[src/rtl/mw_pkg.sv]
// Shared types for the serial EEPROM controller.
// Assumes: nothing beyond IEEE 1800-2017.
package mw_pkg;

    typedef enum logic [2:0] {
        ST_IDLE,   // chip select low
        ST_HUNT,   // selected, waiting for start bit
        ST_SHIFT,  // collecting opcode, address, data
        ST_READ,   // streaming read data
        ST_WAITF,  // frame complete, waiting for select fall
        ST_DONE,   // instruction finished or rejected
        ST_BUSY    // self-timed programming cycle
    } mw_state_t;

    typedef enum logic [2:0] {
        OP_NONE, OP_READ, OP_WRITE, OP_ERASE,
        OP_EWEN, OP_EWDS, OP_ERAL, OP_WRAL
    } mw_op_t;

endpackage

[src/rtl/mw_sync.sv]
// Multi-stage synchroniser for one asynchronous input.
// Produces the synchronised level and its one-cycle-delayed copy for edge detection.
// Assumes: STAGES >= 2.
module mw_sync #(
    parameter int STAGES = 2
) (
    input  logic clk,
    input  logic rst_n,
    input  logic a_i,
    output logic s_o,
    output logic prev_o
);
    logic [STAGES:0] pipe;

    // shift the input through the synchroniser chain plus one history stage
    always_ff @(posedge clk) begin
        if (!rst_n) pipe <= '0;
        else        pipe <= {pipe[STAGES-1:0], a_i};
    end

    assign s_o    = pipe[STAGES-1];
    assign prev_o = pipe[STAGES];
endmodule

[src/rtl/mw_mem.sv]
// Register-array storage of 2**AW 16-bit words, with byte or word access.
// Byte address b is the upper half of word b>>1 when b[0]=1.
// Assumes: writes are single-cycle pulses; the array resets to all ones.
module mw_mem #(
    parameter int AW = 4
) (
    input  logic        clk,
    input  logic        rst_n,
    input  logic        org16_i,
    input  logic [AW:0] rd_addr_i,
    output logic [15:0] rd_word_o,
    input  logic        wr_en_i,
    input  logic        wr_all_i,
    input  logic [AW:0] wr_addr_i,
    input  logic [15:0] wr_data_i
);
    localparam int DEPTH = 2 ** AW;

    logic [15:0] mem [DEPTH];
    logic [15:0] fill;

    // word pattern used by a whole-array fill
    assign fill = org16_i ? wr_data_i : {wr_data_i[7:0], wr_data_i[7:0]};

    // array update: reset to ones, single location or whole-array write
    always_ff @(posedge clk) begin
        if (!rst_n) begin
            for (int i = 0; i < DEPTH; i++) mem[i] <= '1;
        end else if (wr_en_i) begin
            if (wr_all_i) begin
                for (int i = 0; i < DEPTH; i++) mem[i] <= fill;
            end else if (org16_i) begin
                mem[wr_addr_i[AW-1:0]] <= wr_data_i;
            end else if (wr_addr_i[0]) begin
                mem[wr_addr_i[AW:1]][15:8] <= wr_data_i[7:0];
            end else begin
                mem[wr_addr_i[AW:1]][7:0] <= wr_data_i[7:0];
            end
        end
    end

    // read selection: full word, or the addressed byte in the low half
    always_comb begin
        if (org16_i)           rd_word_o = mem[rd_addr_i[AW-1:0]];
        else if (rd_addr_i[0]) rd_word_o = {8'h00, mem[rd_addr_i[AW:1]][15:8]};
        else                   rd_word_o = {8'h00, mem[rd_addr_i[AW:1]][7:0]};
    end

    // a word-mode fill reaches both ends of the array
    a_r7_fill_reaches_all: assert property (@(posedge clk) disable iff (!rst_n)
        (wr_en_i && wr_all_i && org16_i) |=>
            (mem[0] == $past(wr_data_i) && mem[DEPTH-1] == $past(wr_data_i)));
endmodule

[src/rtl/mw_ctrl.sv]
// Instruction decoder and sequencer for the serial EEPROM.
// Works on synchronised, edge-detected serial signals; one sck_rise_i per serial clock.
// Assumes: org16_i is static during an instruction; AW >= 2.
module mw_ctrl
    import mw_pkg::*;
#(
    parameter int AW          = 4,
    parameter int PROG_CYCLES = 40
) (
    input  logic        clk,
    input  logic        rst_n,
    input  logic        sel_s_i,
    input  logic        sel_rise_i,
    input  logic        sel_fall_i,
    input  logic        sck_rise_i,
    input  logic        din_i,
    input  logic        org16_i,
    output logic        dout_o,
    output logic [AW:0] rd_addr_o,
    input  logic [15:0] rd_word_i,
    output logic        wr_en_o,
    output logic        wr_all_o,
    output logic [AW:0] wr_addr_o,
    output logic [15:0] wr_data_o
);
    localparam int BCW = $clog2(AW + 20);
    localparam int PCW = $clog2(PROG_CYCLES + 1);

    mw_state_t      state;
    mw_op_t         op_q, dec_op;
    logic [BCW-1:0] bcnt, alen, dlen;
    logic [AW:0]    addr_q, nxt_addr, addr_inc;
    logic [15:0]    data_q;
    logic [1:0]     hdr_q, top2;
    logic [3:0]     idx, bit_sel;
    logic [PCW-1:0] busy_cnt;
    logic           wen_q, rdy_q, dout_q, prog_go, hdr_end, data_end;

    // frame geometry for the current organisation
    assign alen     = org16_i ? BCW'(AW) : BCW'(AW + 1);
    assign dlen     = org16_i ? BCW'(16) : BCW'(8);
    assign nxt_addr = {addr_q[AW-1:0], din_i};
    assign top2     = org16_i ? nxt_addr[AW-1:AW-2] : nxt_addr[AW:AW-1];
    assign hdr_end  = (bcnt == BCW'(1) + alen);
    assign data_end = (bcnt == BCW'(1) + alen + dlen);
    assign bit_sel  = 4'(dlen - BCW'(1)) - idx;
    assign addr_inc = org16_i ? {1'b0, addr_q[AW-1:0] + 1'b1} : addr_q + 1'b1;

    // opcode decode, including the extended codes in the top address bits
    always_comb begin
        unique case (hdr_q)
            2'b10:   dec_op = OP_READ;
            2'b01:   dec_op = OP_WRITE;
            2'b11:   dec_op = OP_ERASE;
            default: begin
                unique case (top2)
                    2'b11:   dec_op = OP_EWEN;
                    2'b00:   dec_op = OP_EWDS;
                    2'b10:   dec_op = OP_ERAL;
                    default: dec_op = OP_WRAL;
                endcase
            end
        endcase
    end

    assign prog_go   = (state == ST_WAITF) && sel_fall_i;
    assign wr_en_o   = prog_go;
    assign wr_all_o  = (op_q == OP_ERAL) || (op_q == OP_WRAL);
    assign wr_addr_o = addr_q;
    assign wr_data_o = ((op_q == OP_ERASE) || (op_q == OP_ERAL)) ? '1 : data_q;
    assign rd_addr_o = addr_q;

    // output mux: busy low, ready high, otherwise the read shifter
    assign dout_o = (state == ST_BUSY) ? 1'b0 : (rdy_q ? 1'b1 : dout_q);

    // main sequencer
    always_ff @(posedge clk) begin
        if (!rst_n) begin
            state    <= ST_IDLE;
            op_q     <= OP_NONE;
            bcnt     <= '0;
            addr_q   <= '0;
            data_q   <= '0;
            hdr_q    <= '0;
            idx      <= '0;
            busy_cnt <= '0;
            wen_q    <= 1'b0;
            rdy_q    <= 1'b0;
            dout_q   <= 1'b1;
        end else if (state == ST_BUSY) begin
            if (busy_cnt > PCW'(1)) begin
                busy_cnt <= busy_cnt - 1'b1;
            end else begin
                state <= sel_s_i ? ST_HUNT : ST_IDLE;
                rdy_q <= sel_s_i;
            end
        end else if (prog_go) begin
            state    <= ST_BUSY;
            busy_cnt <= PCW'(PROG_CYCLES);
        end else if (sel_fall_i) begin
            state <= ST_IDLE;
            rdy_q <= 1'b0;
        end else begin
            unique case (state)
                ST_IDLE: if (sel_rise_i) state <= ST_HUNT;
                ST_HUNT: if (sck_rise_i && din_i) begin
                    state  <= ST_SHIFT;
                    rdy_q  <= 1'b0;
                    bcnt   <= '0;
                    addr_q <= '0;
                    data_q <= '0;
                end
                ST_SHIFT: if (sck_rise_i) begin
                    bcnt <= bcnt + 1'b1;
                    if (bcnt < BCW'(2)) begin
                        hdr_q <= {hdr_q[0], din_i};
                    end else if (bcnt <= BCW'(1) + alen) begin
                        addr_q <= nxt_addr;
                        if (hdr_end) begin
                            op_q <= dec_op;
                            unique case (dec_op)
                                OP_READ: begin
                                    state  <= ST_READ;
                                    dout_q <= 1'b0;
                                    idx    <= '0;
                                end
                                OP_EWEN: begin wen_q <= 1'b1; state <= ST_DONE; end
                                OP_EWDS: begin wen_q <= 1'b0; state <= ST_DONE; end
                                OP_ERASE, OP_ERAL: state <= wen_q ? ST_WAITF : ST_DONE;
                                default:           state <= wen_q ? ST_SHIFT : ST_DONE;
                            endcase
                        end
                    end else begin
                        data_q <= {data_q[14:0], din_i};
                        if (data_end) state <= ST_WAITF;
                    end
                end
                ST_READ: if (sck_rise_i) begin
                    dout_q <= rd_word_i[bit_sel];
                    if (idx == 4'(dlen - BCW'(1))) begin
                        idx    <= '0;
                        addr_q <= addr_inc;
                    end else begin
                        idx <= idx + 1'b1;
                    end
                end
                ST_WAITF: if (sck_rise_i) state <= ST_DONE;
                default: ;
            endcase
        end
    end

    // programming is entered only from a complete frame on a select fall
    a_r6_busy_entry: assert property (@(posedge clk) disable iff (!rst_n)
        (state == ST_BUSY && $past(state) != ST_BUSY) |->
            ($past(state) == ST_WAITF && $past(sel_fall_i)));

    // a programming cycle never runs while programming is disabled
    a_r8_busy_needs_enable: assert property (@(posedge clk) disable iff (!rst_n)
        (state == ST_BUSY) |-> wen_q);

    // serial activity cannot cut a programming cycle short
    a_r9_stay_busy: assert property (@(posedge clk) disable iff (!rst_n)
        (state == ST_BUSY && busy_cnt > PCW'(1)) |=> (state == ST_BUSY));

    // in word mode the streamed address stays inside the word range
    a_r5_word_addr_range: assert property (@(posedge clk) disable iff (!rst_n)
        (state == ST_READ && org16_i) |-> (addr_q[AW] == 1'b0));
endmodule

[src/rtl/mw_eeprom.sv]
// Top level of the three-wire serial EEPROM device controller.
// Synchronises select, clock and data, then drives the sequencer and the array.
// Assumes: serial clock half-period spans several system clocks; org16_i static.
module mw_eeprom #(
    parameter int ADDR_W      = 4,
    parameter int PROG_CYCLES = 40,
    parameter int SYNC_STAGES = 2
) (
    input  logic clk,
    input  logic rst_n,
    input  logic sel_i,
    input  logic sck_i,
    input  logic din_i,
    input  logic org16_i,
    output logic dout_o,
    output logic dout_oe_o
);
    logic sel_s, sel_p, sck_s, sck_p;
    logic [SYNC_STAGES-1:0] din_pipe;
    logic [ADDR_W:0] rd_addr, wr_addr;
    logic [15:0]     rd_word, wr_data;
    logic            wr_en, wr_all;

    mw_sync #(.STAGES(SYNC_STAGES)) u_sel_sync (
        .clk(clk), .rst_n(rst_n), .a_i(sel_i), .s_o(sel_s), .prev_o(sel_p));

    mw_sync #(.STAGES(SYNC_STAGES)) u_sck_sync (
        .clk(clk), .rst_n(rst_n), .a_i(sck_i), .s_o(sck_s), .prev_o(sck_p));

    // data-in chain matched in depth to the clock synchroniser
    always_ff @(posedge clk) begin
        if (!rst_n) din_pipe <= '0;
        else        din_pipe <= {din_pipe[SYNC_STAGES-2:0], din_i};
    end

    mw_ctrl #(.AW(ADDR_W), .PROG_CYCLES(PROG_CYCLES)) u_ctrl (
        .clk        (clk),
        .rst_n      (rst_n),
        .sel_s_i    (sel_s),
        .sel_rise_i (sel_s & ~sel_p),
        .sel_fall_i (~sel_s & sel_p),
        .sck_rise_i (sck_s & ~sck_p),
        .din_i      (din_pipe[SYNC_STAGES-1]),
        .org16_i    (org16_i),
        .dout_o     (dout_o),
        .rd_addr_o  (rd_addr),
        .rd_word_i  (rd_word),
        .wr_en_o    (wr_en),
        .wr_all_o   (wr_all),
        .wr_addr_o  (wr_addr),
        .wr_data_o  (wr_data)
    );

    mw_mem #(.AW(ADDR_W)) u_mem (
        .clk       (clk),
        .rst_n     (rst_n),
        .org16_i   (org16_i),
        .rd_addr_i (rd_addr),
        .rd_word_o (rd_word),
        .wr_en_i   (wr_en),
        .wr_all_i  (wr_all),
        .wr_addr_i (wr_addr),
        .wr_data_i (wr_data)
    );

    assign dout_oe_o = sel_s;
endmodule

[config.mk]
export PLATFORM = sky130hd
export DESIGN_NAME = mw_eeprom
export DESIGN_NICKNAME = d
export VERILOG_FILES = /design/src/rtl/mw_pkg.sv /design/src/rtl/mw_sync.sv /design/src/rtl/mw_mem.sv /design/src/rtl/mw_ctrl.sv /design/src/rtl/mw_eeprom.sv
export SDC_FILE = /design/constraint.sdc
export NUM_CORES = 1
export LEC_CHECK = 0
export ABC_CLOCK_PERIOD_IN_PS = 4300
export BUFFER_PORTS_ARGS = -buffer_cell sky130_fd_sc_hd__buf_2
export CAP_MARGIN = 20
export CORE_UTILIZATION = 59
export CTS_CLUSTER_DIAMETER = 120
export DETAILED_ROUTE_END_ITERATION = 12
export PLACE_DENSITY_LB_ADDON = 0.2
export SLEW_MARGIN = 20
export SYNTH_ARGS = -nofsm -noshare
export SYNTH_HDL_FRONTEND = slang
export SYNTH_HIERARCHICAL = 1
export SYNTH_SLANG_ARGS = --single-unit
[constraint.sdc]
create_clock -name clk -period 4.3 [get_ports clk]
set_input_delay 0.215 -clock clk [delete_from_list [all_inputs] [get_ports clk]]
set_output_delay 0.215 -clock clk [all_outputs]
set_load 0.005 [all_outputs]
After elaboration in Yosys (flattened, before gate mapping)
Memory sizes are Yosys's and may differ from the RTL's. A register that Yosys moved wholly into a read port is not among the register bits.
Index checks and enable logic that the tools add are counted.
W data, S select, Z words.

cells by class
  $add $sub $neg = 9
  $lt $le $gt $ge = 4
  equal/unequal tests = 40
  mux-type cells = 118
  bitwise logic cells = 26
  reductions and logical operators = 28

operators with widths
  operator               number
  $mux W16               25
  $mux W4                13
  $mux W5                9
  $mux W1                41
  $mux W3                13
  $pmux W16 S2           1
  $reduce_or A16 Y1      2
  $eq A3 B3 Y1 const B   7
  $reduce_and A10 Y1     2
  $mux W6                3
  $pmux W3 S3            2
  $reduce_and A9 Y1      2
  $or A1 B1 Y1           16
  $reduce_and A8 Y1      2
  $ne A5 B1 Y1 const B   3
  $pmux W5 S3            1
  $eq A3 B2 Y1 const B   4
  $ne A2 B1 Y1 const B   6
  $ne A2 B2 Y1 const B   6
  $pmux W3 S4            1
  $reduce_and A6 Y1      2
  $add A5 B1 Y5 const B  2
  $eq A5 B5 Y1           2
  $ne A5 B2 Y1 const B   2
  other kinds (35)       58

storage, ports and cells
  register bits after elaboration = 55
  memory bits (writable) = 256
  logic and storage cells = 240
  memories kept = 1

memories
  name       depth  bits a word  read ports  clocked after memory_dff  write ports  line          RTL
  u_mem.mem  16     16           2           2                         16           mw_mem.sv:19  logic [15:0] mem [DEPTH];

Depth between registers and ports, before layout
  depth in word-level cells = 15
  gate-level depth with buffers = 12

Cells and area by module
The synthesis kept the hierarchy.

by module, submodules not included
  module     instances  cells an instance  area an instance (µm²)
  mw_mem     1          1047               14199.9
  mw_ctrl    1          322                2822.7
  mw_sync    2          6                  78.8
  mw_eeprom  1          7                  73.8

Worst setup path before layout
Ideal clock, no wire load.

  kind = flip-flop to flip-flop
  from = register u_sel_sync.pipe[1]
  to = memory u_mem.mem[0][10], enable pin
  arrival time = 2.850 ns
  setup slack = 1.066 ns
  stages on the path, launching flop included = 11
  path buffers = 2
  path through = dfxtp_1 and2b_2 buf_6 nor2b_1 nand3_1 inv_2 and4bb_4 buf_6 mux2i_2 nand3b_1 o21ai_0

RTL lines
  what                    line           RTL
  from (decl)             mw_sync.sv:13  logic [STAGES:0] pipe;
  from (signal assigned)  mw_sync.sv:18  else pipe <= {pipe[STAGES-1:0], a_i};
  to (decl)               mw_mem.sv:19

Final worst setup path
  from = register u_ctrl.addr_q[1], in the netlist u_ctrl/rd_addr_o[1]
  to = register u_ctrl.dout_q

on the way
  word-level cells in the longest chain between the ends = 7
  elaborated cells on any way between the ends = 9

ends and longest elaborated chain
  what                                              line            RTL
  from (decl)                                       mw_ctrl.sv:32   logic [AW:0] addr_q, nxt_addr, addr_inc;
  from (signal assigned)                            mw_ctrl.sv:118  addr_q <= nxt_addr;
  from (signal assigned)                            mw_ctrl.sv:142  addr_q <= addr_inc;
  $mux W2 (*)                                       mw_ctrl.sv:43   assign top2 = org16_i ? nxt_addr[AW-1:AW-2] : nxt_addr[AW:AW-1];
  $eq A2 B2 Y1 or $logic_not A2 Y1 (tied branches)  mw_ctrl.sv:56   unique case (top2)
  $pmux W2 S3 (*)                                   mw_ctrl.sv:56
  $pmux W3 S3 (*)                                   mw_ctrl.sv:51   unique case (hdr_q)
  $eq A3 B1 Y1 (*)                                  mw_ctrl.sv:121  unique case (dec_op)
  $ne A2 B2 Y1 (no source line) (*)                 -
  $reduce_and A10 Y1 (no source line) (*)           -
  to (signal assigned)                              mw_ctrl.sv:139  dout_q <= rd_word_i[bit_sel];
  to (decl)                                         mw_ctrl.sv:37   logic wen_q, rdy_q, dout_q, prog_go, hdr_end, data_end;

Every way passes the cells marked *; elsewhere a longest branch is shown, timed or not.
A chain may end at the register's enable or synchronous reset.

==> results.md <==
Outcome:
- The run finished with clean final reports.

Clock network:
- Clock latency on the worst-skew pair, taken at its later pin, is 0.53 ns.
- The number of setup buffers added after CTS is 0.
- The post-cts repair resize count is 0.
- After clock tree synthesis, the clock-pin slew on the worst setup and hold paths is 0.06 ns.
- The count of clock tree sinks is 311.
- Buffers inserted during clock tree synthesis total 34.
- The TritonCTS clock tree is yes.
- CTS built an H-tree with a depth of 2.
- The cell chosen for the clock root is sky130_fd_sc_hd__clkbuf_16.
- The clock passes through at most 3 buffers.
- The cts-stage hold buffer count is 3.

STA:
- The upper clock frequency limit is 272.5 MHz.
- The setup TNS after final layout is 0 ns.
- The number of slew-limit violations in the final report is 0.
- For the final database, setup skew stands at 0.02155 ns.
- Counting I/O delays and the setup requirement, the final critical path takes 3.669 ns.
- Setup violations remaining at the end of the flow were counted as 0.
- The worst slew margin relative to its limit is 19.16%.
- Setup repair after global routing left no endpoint under its margin.
- The actual slew at the worst max-slew pin is 1.179 ns.
- The share of the clock period used by the worst path is 85.34%.
- The count of endpoints failing hold in the final timing report came to 0.

Yosys:
- Of all cell types, the one taking the most synthesized area is sky130_fd_sc_hd__edfxtp_1.
- The number of synthesized flops with an enable pin is 256.
- Summed over its instances, the top area cell type makes up 44.55% of the synthesized netlist area.
- When the netlist entered floorplanning its net count stood at 1401.
- By area the synthesized netlist is led by sky130_fd_sc_hd__edfxtp_1 (45%), sky130_fd_sc_hd__mux4_2 (11%), sky130_fd_sc_hd__mux2i_1 (8.9%).
- The number of distinct library cells after synthesis is 78.
- For this run, the leading register cell type out of synthesis is sky130_fd_sc_hd__edfxtp_1.
- The average footprint of a synthesized cell is 12.43 um^2.
- For this run, asynchronously set or reset flops after synthesis account for 0%.
- In this run the cell area of the synthesized design comes to 17250 um^2.
- The Yosys step of the flow raised 6 warnings.
- After synthesis, flip-flops and latches occupy 50.94% of the total area.
- Counting flops and latches in the post-synthesis netlist gives 311.
- The synthesized instance count is 1388.

Critical path:
- The required time at the endpoint of the critical path is 4.71 ns.
- The type of element capturing the critical path is a flop.
- The critical path startpoint category is a flop.
- In this design, the largest share of critical-path delay is due to multiplexers.
- The cell repeated most along the worst path is sky130_fd_sc_hd__mux4_2.
- The reg2reg setup slack is 0.63 ns.
- The worst register-to-register path has a depth of 9.
- STA puts the critical path data arrival time at 4.08 ns.
- The worst stage delay on the critical path is 0.78 ns.
- The reg-to-reg critical path startpoint is u_ctrl/rd_addr_o[1]$_SDFFE_PN0P_.
- Walking the worst path, the cells encountered are nor2b_2, buf_4, a22oi_1, a21oi_1, o41ai_1, mux4_2, mux4_2, nand3_1, nand2_1.
- The slowest cell on the critical path is sky130_fd_sc_hd__dfxtp_4.
- The endpoint of the lowest-slack register-to-register path is u_ctrl/dout_q$_SDFFE_PN1P_.
- Together, buffers and inverters on the worst path number 1.
- The critical setup path kind is flop to flop.
- The peak fanout along the critical path is 45.

Placement:
- Port buffering added 7 buffers.
- The post-DP HPWL is 33170 um.
- The global placer's final weighted congestion is 0.9987.

Route:
- The detailed router used layers up to and including met5.
- The total via count after detailed routing is 12.28k.
- Summed over all nets, wire length on met2 after detailed routing comes to 20030 um.
- The wire length on met3 is 5100 um.
- The sum of routed wire length over all layers is 46300 um.
- The number of detailed-routing iterations run before antenna repair is 5.
- The routed via count divided by cell count is 6.775.
- The initial DRC count is 1595.
- The count of antenna-violating nets left after detailed routing is 0.
- The average wire length per cell after detail routing is 25.55 um.
- After detailed routing, the number of remaining DRC violations is 0.
- The met1 wire length is 19900 um.

Pwr:
- The total power draw is 6.759 mW.
- The power per standard cell area is 355.4 nW/um^2.
- The leakage dissipation is 5.597 nW.
- The largest vdd supply drop is 385.5 uV.

Global route:
- The pin count of the biggest net entering global routing is 80.
- The combined global-route utilization of all metal layers is 30.78%.
- The initial antenna violation count is 1.
- The first global-routing pass estimated 69720 um of wire.
- The via count of the first global-routing pass is 11.53k.
- Global routing finished with a remaining overflow of 0.

Floorplan:
- In this run the vertical extent of the chip is 173.0 um.
- The area of the core is 28700 um^2.
- In this run the core area contains 62 standard-cell rows.
- The starting density of the core is 60.11%.
- The die is 173.0 um wide.
- The number of top-level pins is 8.
- The total die area is 29930 um^2.

Job:
- Max-cap violations in this run came to 0.

Layout:
- The top cell types in the final layout, fill and taps aside, are sky130_fd_sc_hd__edfxtp_1 (256), sky130_fd_sc_hd__mux2i_1 (154), sky130_fd_sc_hd__nand2b_1 (120).
- The area growth from synthesis to layout is 10.25%.
- The net count of the finished layout is 1415.
- For this run, the share of the core covered by cells in the final layout is 66.27%.
- The antenna diode count is 0.
- The share of final-layout standard cells stronger than drive strength 1 is 20.45%.
- The library cell used most frequently in the layout, excluding fill and tap cells, is sky130_fd_sc_hd__edfxtp_1.

Hold path:
- The hold path startpoint is rst_n.
- The hold path depth is 2.
- The path with the worst hold slack has its endpoint at u_mem/mem[15][10]$_DFFE_PP_.
- In this run the worst hold path is classified as input port to flop.
## worst reg2reg max path: cells and delay by family, from the launching register on
kind | cells | cell delay, ns
simple gates | 3 | 0.78
compound gates | 3 | 0.63
buf+inv | 1 | 0.34
flops | 1 | 0.78
mux | 2 | 1.01
## stage by stage
| stage | setup slack, ns | hold slack (ns) | instances | cell area (um^2) |
|---|---|---|---|---|
| finish | 0.6306 | 0.1147 | 1812 | 19020 |
| global route | 0.5151 | 0.1154 | 1812 | 19020 |
| CTS | 0.6376 | 0.09189 | 1810 | 19010 |
| floorplan | 1.066 | 0.3367 | 1388 | 17250 |
| global placement | 0.7002 | 0.4151 | 1745 | 17820 |
| detailed placement | 0.6664 | 0.4213 | 1745 | 17820 |
## final cells by class
class / count / area, um^2
multi-input combinational: 959 / 7886
clock inverter: 23 / 267.8
tap: 384 / 480.5
timing repair buffer: 82 / 643.1
fill: 2203 / 9681
inverter: 14 / 52.55
clock buffer: 39 / 890.9
sequential: 311 / 8801
## cell usage after synthesis (8+ instances only)
cell,count
sky130_fd_sc_hd__nand2b_1,120
sky130_fd_sc_hd__buf_1,12
sky130_fd_sc_hd__mux4_2,85
sky130_fd_sc_hd__buf_2,22
sky130_fd_sc_hd__or2_2,42
sky130_fd_sc_hd__inv_1,12
sky130_fd_sc_hd__a31oi_1,8
sky130_fd_sc_hd__dfxtp_1,55
sky130_fd_sc_hd__a22o_1,32
sky130_fd_sc_hd__nor2b_1,11
sky130_fd_sc_hd__and2_1,22
sky130_fd_sc_hd__nor3_1,8
sky130_fd_sc_hd__buf_4,14
sky130_fd_sc_hd__nor2_1,41
sky130_fd_sc_hd__a221oi_1,16
sky130_fd_sc_hd__mux2i_1,154
sky130_fd_sc_hd__nand3_1,10
sky130_fd_sc_hd__a22oi_1,32
sky130_fd_sc_hd__buf_6,8
sky130_fd_sc_hd__nand2_1,102
sky130_fd_sc_hd__o21ai_0,36
sky130_fd_sc_hd__clkbuf_1,47
sky130_fd_sc_hd__o41ai_1,8
sky130_fd_sc_hd__a21oi_1,116
sky130_fd_sc_hd__o22ai_1,8
sky130_fd_sc_hd__edfxtp_1,256
## flip-flops by register name (all words and copies together) (netlist names)
signal,flops
u_mem/mem,256
u_ctrl/data_q,16
u_ctrl/busy_cnt,6
u_ctrl/bcnt,5
u_ctrl/rd_addr_o,5
u_ctrl/idx,4
u_ctrl/op_q,3
u_ctrl/state,3
u_sck_sync/pipe,3
u_sel_sync/pipe,3
din_pipe,2
u_ctrl/hdr_q,2
u_ctrl/dout_q,1
u_ctrl/rdy_q,1
u_ctrl/wen_q,1
## worst max-delay path by stage
stage,from,to,cells past startpoint
floorplan,u_sel_sync/pipe[1]$_SDFF_PN0_,u_mem/mem[0][10]$_DFFE_PP_,10
global placement,u_ctrl/rd_addr_o[0]$_SDFFE_PN0P_,u_ctrl/dout_q$_SDFFE_PN1P_,8
detailed placement,u_ctrl/rd_addr_o[0]$_SDFFE_PN0P_,u_ctrl/dout_q$_SDFFE_PN1P_,8
CTS,u_sel_sync/pipe[1]$_SDFF_PN0_,u_mem/mem[1][1]$_DFFE_PP_,8
global route,u_ctrl/rd_addr_o[0]$_SDFFE_PN0P_,u_ctrl/dout_q$_SDFFE_PN1P_,8
finish,u_ctrl/rd_addr_o[1]$_SDFFE_PN0P_,u_ctrl/dout_q$_SDFFE_PN1P_,9
## kinds of logic (layout without fill, tap and decap cells)
group | after synthesis | after routing | synth area share [%]
mux | 244 | 244 | 20.37
compound gates | 297 | 297 | 11.28
fa+ha+maj | 7 | 7 | 0.5076
xor+xnor | 10 | 10 | 0.5512
buf+inv | 118 | 158 | 3.401
simple gates | 401 | 401 | 12.96
flops | 311 | 311 | 50.94
## power by group
group          internal (mW)  switching, mW
logic                  0.126          0.219
clock network           1.81           1.24
registers               3.32         0.0521
total                   5.25           1.51
## layer usage
layer | GRT usage (%) | vias up
met2 | 45.30 | 761
li1 | - | 5358
met5 | 0 | -
met1 | 46.79 | 6064
met3 | 5.629 | 91
met4 | 8.960 | 2
(Power assumes the default switching activity.)
